`src/rtl/uerr_pkg.sv`:
```
package uerr_pkg;
   localparam int NUM_EVT = 6;
   localparam int STAT_W  = 10;

   localparam int EV_CPL     = 0;
   localparam int EV_PERR_NP = 1;
   localparam int EV_PERR_PW = 2;
   localparam int EV_SERR    = 3;
   localparam int EV_PCI_NP  = 4;
   localparam int EV_PCI_PW  = 5;

   localparam int ST_PDPE  = 0;
   localparam int ST_DFAT  = 1;
   localparam int ST_DNF   = 2;
   localparam int ST_SSE   = 3;
   localparam int ST_SDPE  = 4;
   localparam int ST_MDPE  = 5;
   localparam int ST_RSE   = 6;
   localparam int ST_UDATA = 7;
   localparam int ST_UPERR = 8;
   localparam int ST_USERR = 9;

   typedef logic [NUM_EVT-1:0] evt_t;
   typedef logic [STAT_W-1:0]  stat_t;

   // events that reach the device-level error bits
   localparam evt_t DEV_EVTS  = 6'b110011;
   // events that drive the parity strobe when enabled
   localparam evt_t STRB_EVTS = 6'b100001;
   // events that set master data parity when enabled
   localparam evt_t MDPE_EVTS = 6'b100111;

   localparam int CNT_W = $clog2(NUM_EVT + 1);
endpackage

```
`src/rtl/uerr_event_decode.sv`:
```
module uerr_event_decode
   import uerr_pkg::*;
(
   input  evt_t             evt,
   input  logic             perr_resp_en,
   input  evt_t             sev_fatal,
   output stat_t            set_vec,
   output logic             fat_hit,
   output logic             nf_hit,
   output logic [CNT_W-1:0] strb_cnt
);
   evt_t dev;

   always_comb begin
      dev      = evt & DEV_EVTS;
      fat_hit  = |(dev & sev_fatal);
      nf_hit   = |(dev & ~sev_fatal);
      set_vec  = '0;
      set_vec[ST_PDPE]  = evt[EV_CPL];
      set_vec[ST_SDPE]  = evt[EV_PCI_NP] | evt[EV_PCI_PW];
      set_vec[ST_UDATA] = evt[EV_CPL] | evt[EV_PCI_NP] | evt[EV_PCI_PW];
      set_vec[ST_UPERR] = evt[EV_PERR_NP] | evt[EV_PERR_PW];
      set_vec[ST_RSE]   = evt[EV_SERR];
      set_vec[ST_USERR] = evt[EV_SERR];
      set_vec[ST_MDPE]  = perr_resp_en & (|(evt & MDPE_EVTS));
      set_vec[ST_DFAT]  = fat_hit;
      set_vec[ST_DNF]   = nf_hit;
      strb_cnt = '0;
      for (int i = 0; i < NUM_EVT; i++) begin
         if (STRB_EVTS[i] && perr_resp_en) strb_cnt = strb_cnt + CNT_W'(evt[i]);
      end
   end
endmodule

```
`src/rtl/uerr_msg_gen.sv`:
```
module uerr_msg_gen (
   input  logic clk,
   input  logic rst_n,
   input  logic fat_hit,
   input  logic nf_hit,
   input  logic fat_en,
   input  logic nf_en,
   output logic send_now,
   output logic msg_req,
   output logic msg_fatal
);
   logic send_fat;

   always_comb begin
      send_fat = fat_hit & fat_en;
      send_now = send_fat | (nf_hit & nf_en);
   end

   always_ff @(posedge clk or negedge rst_n) begin
      if (!rst_n) begin
         msg_req   <= 1'b0;
         msg_fatal <= 1'b0;
      end else begin
         msg_req   <= send_now;
         msg_fatal <= send_fat;
      end
   end


   msg_type_chk: assert property (@(posedge clk) disable iff (!rst_n)
      msg_fatal |-> msg_req);

   msg_cause_chk: assert property (@(posedge clk) disable iff (!rst_n)
      msg_req |-> $past(fat_hit | nf_hit));
endmodule

```
`src/rtl/uerr_perr_drv.sv`:
```
module uerr_perr_drv #(
   parameter int PEND_W = 3,
   parameter int CNT_W  = 3
) (
   input  logic             clk,
   input  logic             rst_n,
   input  logic [CNT_W-1:0] new_cnt,
   output logic             perr_n
);
   localparam int TW = ((PEND_W > CNT_W) ? PEND_W : CNT_W) + 1;
   localparam logic [TW-1:0] MAXV = TW'((1 << PEND_W) - 1);

   logic [PEND_W-1:0] pend_q;
   logic [TW-1:0]     total, rem;
   logic              drive;

   always_comb begin
      total = TW'(pend_q) + TW'(new_cnt);
      drive = (total != '0);
      rem   = total - TW'(drive);
   end

   always_ff @(posedge clk or negedge rst_n) begin
      if (!rst_n) begin
         pend_q <= '0;
         perr_n <= 1'b1;
      end else begin
         pend_q <= (rem > MAXV) ? MAXV[PEND_W-1:0] : rem[PEND_W-1:0];
         perr_n <= ~drive;
      end
   end


   strobe_idle_chk: assert property (@(posedge clk) disable iff (!rst_n)
      (pend_q == '0 && new_cnt == '0) |=> perr_n);

   strobe_fire_chk: assert property (@(posedge clk) disable iff (!rst_n)
      (new_cnt != '0) |=> !perr_n);
endmodule

```
`src/rtl/uerr_status_regs.sv`:
```
module uerr_status_regs #(
   parameter int W        = 10,
   parameter bit SET_WINS = 1'b1
) (
   input  logic         clk,
   input  logic         rst_n,
   input  logic [W-1:0] set_vec,
   input  logic         clr_we,
   input  logic [W-1:0] clr_data,
   output logic [W-1:0] stat
);
   for (genvar i = 0; i < W; i++) begin : g_bit
      logic clr_i, nxt;
      assign clr_i = clr_we & clr_data[i];
      if (SET_WINS) begin : g_setw
         assign nxt = set_vec[i] | (stat[i] & ~clr_i);

         set_wins_chk: assert property (@(posedge clk) disable iff (!rst_n)
            set_vec[i] |=> stat[i]);
      end else begin : g_clrw
         assign nxt = (set_vec[i] | stat[i]) & ~clr_i;
      end

      always_ff @(posedge clk or negedge rst_n) begin
         if (!rst_n) stat[i] <= 1'b0;
         else        stat[i] <= nxt;
      end


      sticky_chk: assert property (@(posedge clk) disable iff (!rst_n)
         (stat[i] && !clr_i) |=> stat[i]);
   end
endmodule

```
`src/rtl/bridge_uerr_report.sv`:
```
module bridge_uerr_report
   import uerr_pkg::*;
#(
   parameter int PEND_W   = 3,
   parameter bit SET_WINS = 1'b1
) (
   input  logic                clk,
   input  logic                rst_n,
   input  logic [NUM_EVT-1:0]  evt_i,
   input  logic                perr_resp_en_i,
   input  logic                serr_en_i,
   input  logic                fatal_rep_en_i,
   input  logic                nonfatal_rep_en_i,
   input  logic [NUM_EVT-1:0]  sev_fatal_i,
   input  logic                clr_we_i,
   input  logic [STAT_W-1:0]   clr_data_i,
   output logic [STAT_W-1:0]   stat_o,
   output logic                perr_n_o,
   output logic                msg_req_o,
   output logic                msg_fatal_o
);
   if (PEND_W < 2 || PEND_W > 8) begin : g_bad_pend
      $error("PEND_W must lie in 2..8");
   end

   stat_t            dec_set, all_set;
   logic             fat_hit, nf_hit, send_now;
   logic [CNT_W-1:0] strb_cnt;

   uerr_event_decode u_dec (
      .evt          (evt_i),
      .perr_resp_en (perr_resp_en_i),
      .sev_fatal    (sev_fatal_i),
      .set_vec      (dec_set),
      .fat_hit      (fat_hit),
      .nf_hit       (nf_hit),
      .strb_cnt     (strb_cnt)
   );

   uerr_msg_gen u_msg (
      .clk       (clk),
      .rst_n     (rst_n),
      .fat_hit   (fat_hit),
      .nf_hit    (nf_hit),
      .fat_en    (fatal_rep_en_i),
      .nf_en     (nonfatal_rep_en_i),
      .send_now  (send_now),
      .msg_req   (msg_req_o),
      .msg_fatal (msg_fatal_o)
   );

   always_comb begin
      all_set         = dec_set;
      all_set[ST_SSE] = send_now & serr_en_i;
   end

   uerr_status_regs #(.W(STAT_W), .SET_WINS(SET_WINS)) u_stat (
      .clk      (clk),
      .rst_n    (rst_n),
      .set_vec  (all_set),
      .clr_we   (clr_we_i),
      .clr_data (clr_data_i),
      .stat     (stat_o)
   );

   uerr_perr_drv #(.PEND_W(PEND_W), .CNT_W(CNT_W)) u_perr (
      .clk     (clk),
      .rst_n   (rst_n),
      .new_cnt (strb_cnt),
      .perr_n  (perr_n_o)
   );


   no_dev_msg_chk: assert property (@(posedge clk) disable iff (!rst_n)
      ((evt_i & DEV_EVTS) == '0) |=> !msg_req_o);

   mdpe_gate_chk: assert property (@(posedge clk) disable iff (!rst_n)
      (!perr_resp_en_i && !stat_o[ST_MDPE]) |=> !stat_o[ST_MDPE]);

   sse_gate_chk: assert property (@(posedge clk) disable iff (!rst_n)
      (!serr_en_i && !stat_o[ST_SSE]) |=> !stat_o[ST_SSE]);
endmodule

```
`config.mk`:
```
export PLATFORM = sky130hd
export DESIGN_NAME = bridge_uerr_report
export DESIGN_NICKNAME = d
export VERILOG_FILES = /design/src/rtl/uerr_pkg.sv /design/src/rtl/uerr_event_decode.sv /design/src/rtl/uerr_msg_gen.sv /design/src/rtl/uerr_perr_drv.sv /design/src/rtl/uerr_status_regs.sv /design/src/rtl/bridge_uerr_report.sv
export SDC_FILE = /design/constraint.sdc
export NUM_CORES = 1
export LEC_CHECK = 0
export BUFFER_PORTS_ARGS = -buffer_cell sky130_fd_sc_hd__buf_2
export CAP_MARGIN = 10
export CORE_ASPECT_RATIO = 1.5
export CORE_MARGIN = 4
export CORE_UTILIZATION = 46
export DETAILED_ROUTE_END_ITERATION = 7
export GPL_TIMING_DRIVEN = 0
export HOLD_SLACK_MARGIN = 0.12
export PLACE_DENSITY = 0.78
export REMOVE_ABC_BUFFERS = 1
export SYNTH_ARGS = -nofsm -noshare
export SYNTH_HDL_FRONTEND = slang
export SYNTH_HIERARCHICAL = 1
export SYNTH_SLANG_ARGS = --single-unit
```
`constraint.sdc`:
```
create_clock -name clk -period 3.3 [get_ports clk]
set_input_delay 0.495 -clock clk [delete_from_list [all_inputs] [get_ports clk]]
set_output_delay 0.495 -clock clk [all_outputs]
set_load 0.1 [all_outputs]
```
# Word-level counts from Yosys, hierarchy flattened
# Index checks and enable logic that the tools add are counted.
[word_totals]
reg_bits = 16
latchBits = 0
mem_bits_rw = 0
rom_bits = 0
in_bits = 29
out_inout_bits = 13
memories = 0
[op_classes]
add_sub_neg = 3
multipliers = 0
div = 0
order_cmp = 1
n_eq_ne = 0
shift = 0
mux = 3
n_bitwise = 53
n_reduce_logical = 4
[ops]
columns = ["operator", "n"]
rows = [
  ["1-bit AND", 24],
  ["1-bit OR", 15],
  ["6-bit AND", 2],
  ["6-bit OR reduction", 2],
  ["1-bit NOT", 11],
  ["3-bit 2-to-1 mux", 2],
  ["6-bit NOT", 1],
  ["3-bit by 3-bit adder with 4-bit output", 1],
  ["4-bit by 3-bit > comparator with 1-bit output, second input constant", 1],
  ["4-bit nonzero test", 1],
  ["4-bit OR reduction", 1],
  ["4-bit by 1-bit subtractor with 4-bit output", 1],
  ["3-bit by 1-bit adder with 3-bit output", 1],
  ["1-bit 2-to-1 mux", 1],
]

# Logic depth before layout (Yosys ltp)
[depth]
word_depth = 8
mapped_depth = 13
mapped_depth_nobuf = 13

# By module
# Netlist, hierarchy kept.
[by_module_without_submodules]
columns = ["mod", "instances", "cells_each", "area_each_um2", "seq_area_each_um2"]
rows = [
  ["uerr_status_regs", 1, 31, 374.1, 250.2],
  ["uerr_perr_drv", 1, 31, 322.8, 101.3],
  ["uerr_event_decode", 1, 24, 168.9, 0.0],
  ["uerr_msg_gen", 1, 4, 66.3, 50.0],
  ["bridge_uerr_report", 1, 1, 6.3, 0.0],
]

# Least setup slack after synthesis
# OpenSTA, ideal clock, no wires.
[synth_timing]
path_kind = "input to register"
start = "in perr_resp_en_i"
end = "reg u_perr.pend_q[2]"
setup_ns = 0.136
arrival_time_ns = 3.245
t_required_ns = 3.164
setup_slack_ns = -0.081
cell_stages = 13
path_buffers = 0
path_cell_list = "and2_1 -> ha_1 -> and2_1 -> ha_1 -> inv_1 -> fa_1 -> xnor2_1 -> or4b_1 -> ha_1 -> ha_1 -> a21o_1 -> a2111oi_0 -> nor3_1"
[synth_between]
elab_chain_cells = 8
[synth_rtl]
columns = ["element", "line_no", "rtl"]
rows = [
  ["start: declaration", "bridge_uerr_report.sv:10", "input logic perr_resp_en_i,"],
  ["1-bit 2-to-1 mux", "uerr_event_decode.sv:30", "if (STRB_EVTS[i] && perr_resp_en) strb_cnt = strb_cnt + CNT_W'(evt[i]);"],
  ["3-bit by 1-bit adder with 3-bit output", "uerr_event_decode.sv:30", ""],
  ["3-bit 2-to-1 mux *", "uerr_event_decode.sv:30", ""],
  ["named net strb_cnt[0]", "bridge_uerr_report.sv:28", "logic [CNT_W-1:0] strb_cnt;"],
  ["3-bit by 3-bit adder with 4-bit output *", "uerr_perr_drv.sv:18", "total = TW'(pend_q) + TW'(new_cnt);"],
  ["4-bit nonzero test", "uerr_perr_drv.sv:19", "drive = (total != '0);"],
  ["4-bit by 1-bit subtractor with 4-bit output *", "uerr_perr_drv.sv:20", "rem = total - TW'(drive);"],
  ["4-bit by 3-bit > comparator with 1-bit output", "uerr_perr_drv.sv:28", "pend_q <= (rem > MAXV) ? MAXV[PEND_W-1:0] : rem[PEND_W-1:0];"],
  ["3-bit 2-to-1 mux *", "uerr_perr_drv.sv:28", ""],
  ["end signal: assignment", "uerr_perr_drv.sv:28", ""],
  ["end: declaration", "uerr_perr_drv.sv:13", "logic [PEND_W-1:0] pend_q;"],
]
# Mark *: on every way through the listed nets, which the timed path passes. The rest lies on a longest branch.

# Worst setup path in the final report
[layout_timing]
start = "in evt_i[0]"
end = "reg u_perr.pend_q[2]"
[layout_between]
elab_chain_cells = 8
[layout_rtl]
columns = ["element", "line_no", "rtl"]
rows = [
  ["start: declaration", "bridge_uerr_report.sv:9", "input logic [NUM_EVT-1:0] evt_i,"],
  ["1-bit 2-to-1 mux *", "uerr_event_decode.sv:30", ""],
  ["3-bit by 1-bit adder with 3-bit output", "uerr_event_decode.sv:30", ""],
  ["3-bit 2-to-1 mux *", "uerr_event_decode.sv:30", ""],
  ["named net strb_cnt[0]", "bridge_uerr_report.sv:28", ""],
  ["3-bit by 3-bit adder with 4-bit output *", "uerr_perr_drv.sv:18", ""],
  ["4-bit nonzero test", "uerr_perr_drv.sv:19", ""],
  ["4-bit by 1-bit subtractor with 4-bit output *", "uerr_perr_drv.sv:20", ""],
  ["4-bit by 3-bit > comparator with 1-bit output", "uerr_perr_drv.sv:28", ""],
  ["3-bit 2-to-1 mux *", "uerr_perr_drv.sv:28", ""],
]
# Marks and branches as above.

==> out/qor.tcl <==
set qor(max-vdd-ir-drop_mv) 0.469
set qor(post_synth_instance_area_um2) 931
set qor(cts_num_sinks) 16
set qor(share_comb_of_total_power) 0.518
set qor(post-route-period-util) 0.977
set qor(stdcell_area_um2) 1170
set qor(grt_overflow_total) 0
set qor(final_max_slew_viol_count) 0
set qor(layout.cells.most_common_list) {sky130_fd_sc_hd__buf_2, sky130_fd_sc_hd__dfrtp_1, sky130_fd_sc_hd__nand2_1}
set qor(antenna_violations_before_repair) 0
set qor(number_of_buffers_added_by_the_clock_tree_synthesis_step) 3
set qor(floorplan.core_area_um2) 1880
set qor(power.clock.fraction) 0.141
set qor(post_drt_wl_per_cell_um) 13.3
set qor(outcome) {finished, final reports clean}
set qor(arrival_ns) 3.37
set qor(placementRows) 19
set qor(regToRegEndpoint) {u_perr/pend_q[2]}
set qor(drtAntennaViolNets) 0
set qor(detail_route.iter0.violations) 14
set qor(worstHoldPathType) {in -> reg}
set qor(nNetsFinal) 166
set qor(worst-endpoint-required_ns) 3.45
set qor(worst-path-max-fanout) 6
set qor(max_clock_freq_mhz) 310
set qor(areaGrowthSynthToFinish_pct) 25.5
set qor(pwr-share-seq) 0.341
set qor(route.vias.total) 790
set qor(timing.critical_path.from_type) {input pin}
set qor(finish.utilization) 0.622
set qor(io-pin-count) 42
set qor(final_critical_path_required_period_ns) 3.22
set qor(timing.critical_path.cells) {buf_2 > and2_1 > ha_1 > and2_1 > ha_2 > inv_1 > fa_2 > xnor2_2 > or4b_1 > ha_2 > ha_1 > a21o_1 > a2111oi_2 > nor3_1}
set qor(tritoncts) {done}
set qor(clk-insertion-delay-late_ns) 0.27
set qor(powerDensity_nw_per_um2) 597
set qor(final-setup-viol-count) 0
set qor(global_route.usage.total) 0.148
set qor(kind_of_critical_path) {in -> reg}
set qor(power.static_leakage_nw) 0.567
set qor(fp.dieArea_um2) 2820
set qor(grt_first_pass_wirelength_mm) 3.19
set qor(yosys_warnings) 6
set qor(detail_route.vias_per_cell) 5.27
set qor(number_of_diodes_added_for_antenna_fixing) 0
set qor(synthCells) 90
set qor(r2r_start) {u_perr/pend_q[0]}
set qor(timing.critical_path.to) {u_perr/pend_q[2]}
set qor(synth_area_per_cell_um2) 10.3
set qor(clock_skew_after_layout_ns) 0.00173
set qor(drive_gt1_frac) 0.426
set qor(port_buffers) 39
set qor(gpl.final_weighted_congestion) 0.770
set qor(timing.final.hold_violations) 0
set qor(sw_frac_of_total) 0.417
set qor(hold_path_depth) 2
set qor(worst-r2r-setup-slack_ns) 0.66
set qor(cp-end-kind) {register}
set qor(initial_utilization) 0.496
set qor(r2r.worst_path.cells) 10
set qor(totalWireLength_mm) 1.99
set qor(drt-pass1-iter-count) 4
set qor(dieWidth_um) 44.7
set qor(place_hpwl_mm) 1.58
set qor(grt_start_max_net_pins) 17
set qor(die_y_um) 63.1
set qor(whs_ns) 0.419
set qor(post-route-drc-count) 0
set qor(slowest_delay_ns) 0.53
set qor(layout.cells.most_common) {sky130_fd_sc_hd__buf_2}
set qor(ctsLongestPathBuffers) 2
set qor(critical_path.slowest_cell) {sky130_fd_sc_hd__or4b_1}
set qor(ctsRootBufferMaster) {sky130_fd_sc_hd__clkbuf_4}
set qor(post_dp_cell_area_um2) 1100
set qor(startpoint) {evt_i[0]}
set qor(grt_pass1_vias) 777
set qor(p_switching_uw) 291
set qor(internal_power_uw) 406
set qor(fillers) 159
set qor(cap_viol_max_count) 0
set qor(clk_pin_slew_ns) 0.08
set qor(htree_levels) 1
## routing by layer
metal / GRT usage / vias up / wire length (um)
li1: - / 389 / -
met1: 0.180 / 370 / 781
met2: 0.250 / 29 / 1010
met3: 0.0342 / 2 / 189
met4: 0.0453 / 0 / 10
met5: 0 / - / 0
## area by class of cell
type | count | area (um^2) | area share
Tap cell | 21 | 26.3 | 0.0225
Clock buffer | 4 | 26.3 | 0.0225
Timing Repair Buffer | 42 | 220 | 0.188
Inverter | 5 | 18.8 | 0.0161
Multi-Input combinational cell | 62 | 475 | 0.407
Sequential cell | 16 | 402 | 0.344
## sequential cells by signal (all words and copies together), names as in the netlist
| name | flops |
|---|---|
| u_msg/msg_fatal | 1 |
| u_msg/msg_req | 1 |
| u_perr/pend_q | 3 |
| u_perr/perr_n | 1 |
| u_stat/stat | 10 |
## power by group through the flow
stage                     sequential, mW  combinational, mW  clock (mW)
after floorplan                    0.333              0.153           0
after global routing               0.240              0.401       0.115
after detailed placement           0.242              0.317           0
final                              0.238              0.362      0.0982
after global placement             0.240              0.308           0
after CTS                          0.237              0.356       0.105
## timing repair
action	4_1_cts	5_1_grt
endpoints found under the hold margin	14	0
endpoints found under the setup margin	1	1
resized for setup	4	2
buffers inserted	1	1
pin swaps	1	6
hold buffers	1	0
## per-stage QoR
| step | worst slack, ns | total power, mW | TNS [ns] | std cells |
|---|---|---|---|---|
| final | 0.0772 | 0.698 | 0 | 150 |
| after global routing | -0.0318 | 0.756 | -0.0318 | 150 |
| after CTS | 0.0480 | 0.699 | 0 | 149 |
| after detailed placement | -0.429 | 0.559 | -0.429 | 143 |
| after global placement | -0.368 | 0.548 | -0.368 | 143 |
| after floorplan | -0.0811 | 0.486 | -0.0811 | 83 |
## worst min-delay path by stage
stage	from	end	slack, ns
2_1_floorplan	rst_n	u_msg/msg_fatal	0.20
3_3_place_gp	rst_n	u_msg/msg_fatal	0.42
3_5_place_dp	rst_n	u_msg/msg_req	0.42
5_1_grt	evt_i[3]	u_stat/stat[6]	0.41
6_report	evt_i[3]	u_stat/stat[6]	0.42
4_1_cts	evt_i[3]	u_stat/stat[6]	0.41
## worst max-delay path, delay by kind of cell
kind	cells	cell delay (ns)
buffers and inverters	2	0.19
AOI/OAI and AO/OA	2	0.38
and+or+nand+nor	4	0.90
adders and majority gates	5	1.25
xor gates and xnor gates	1	0.16
Power figures use the tool's default switching activity.
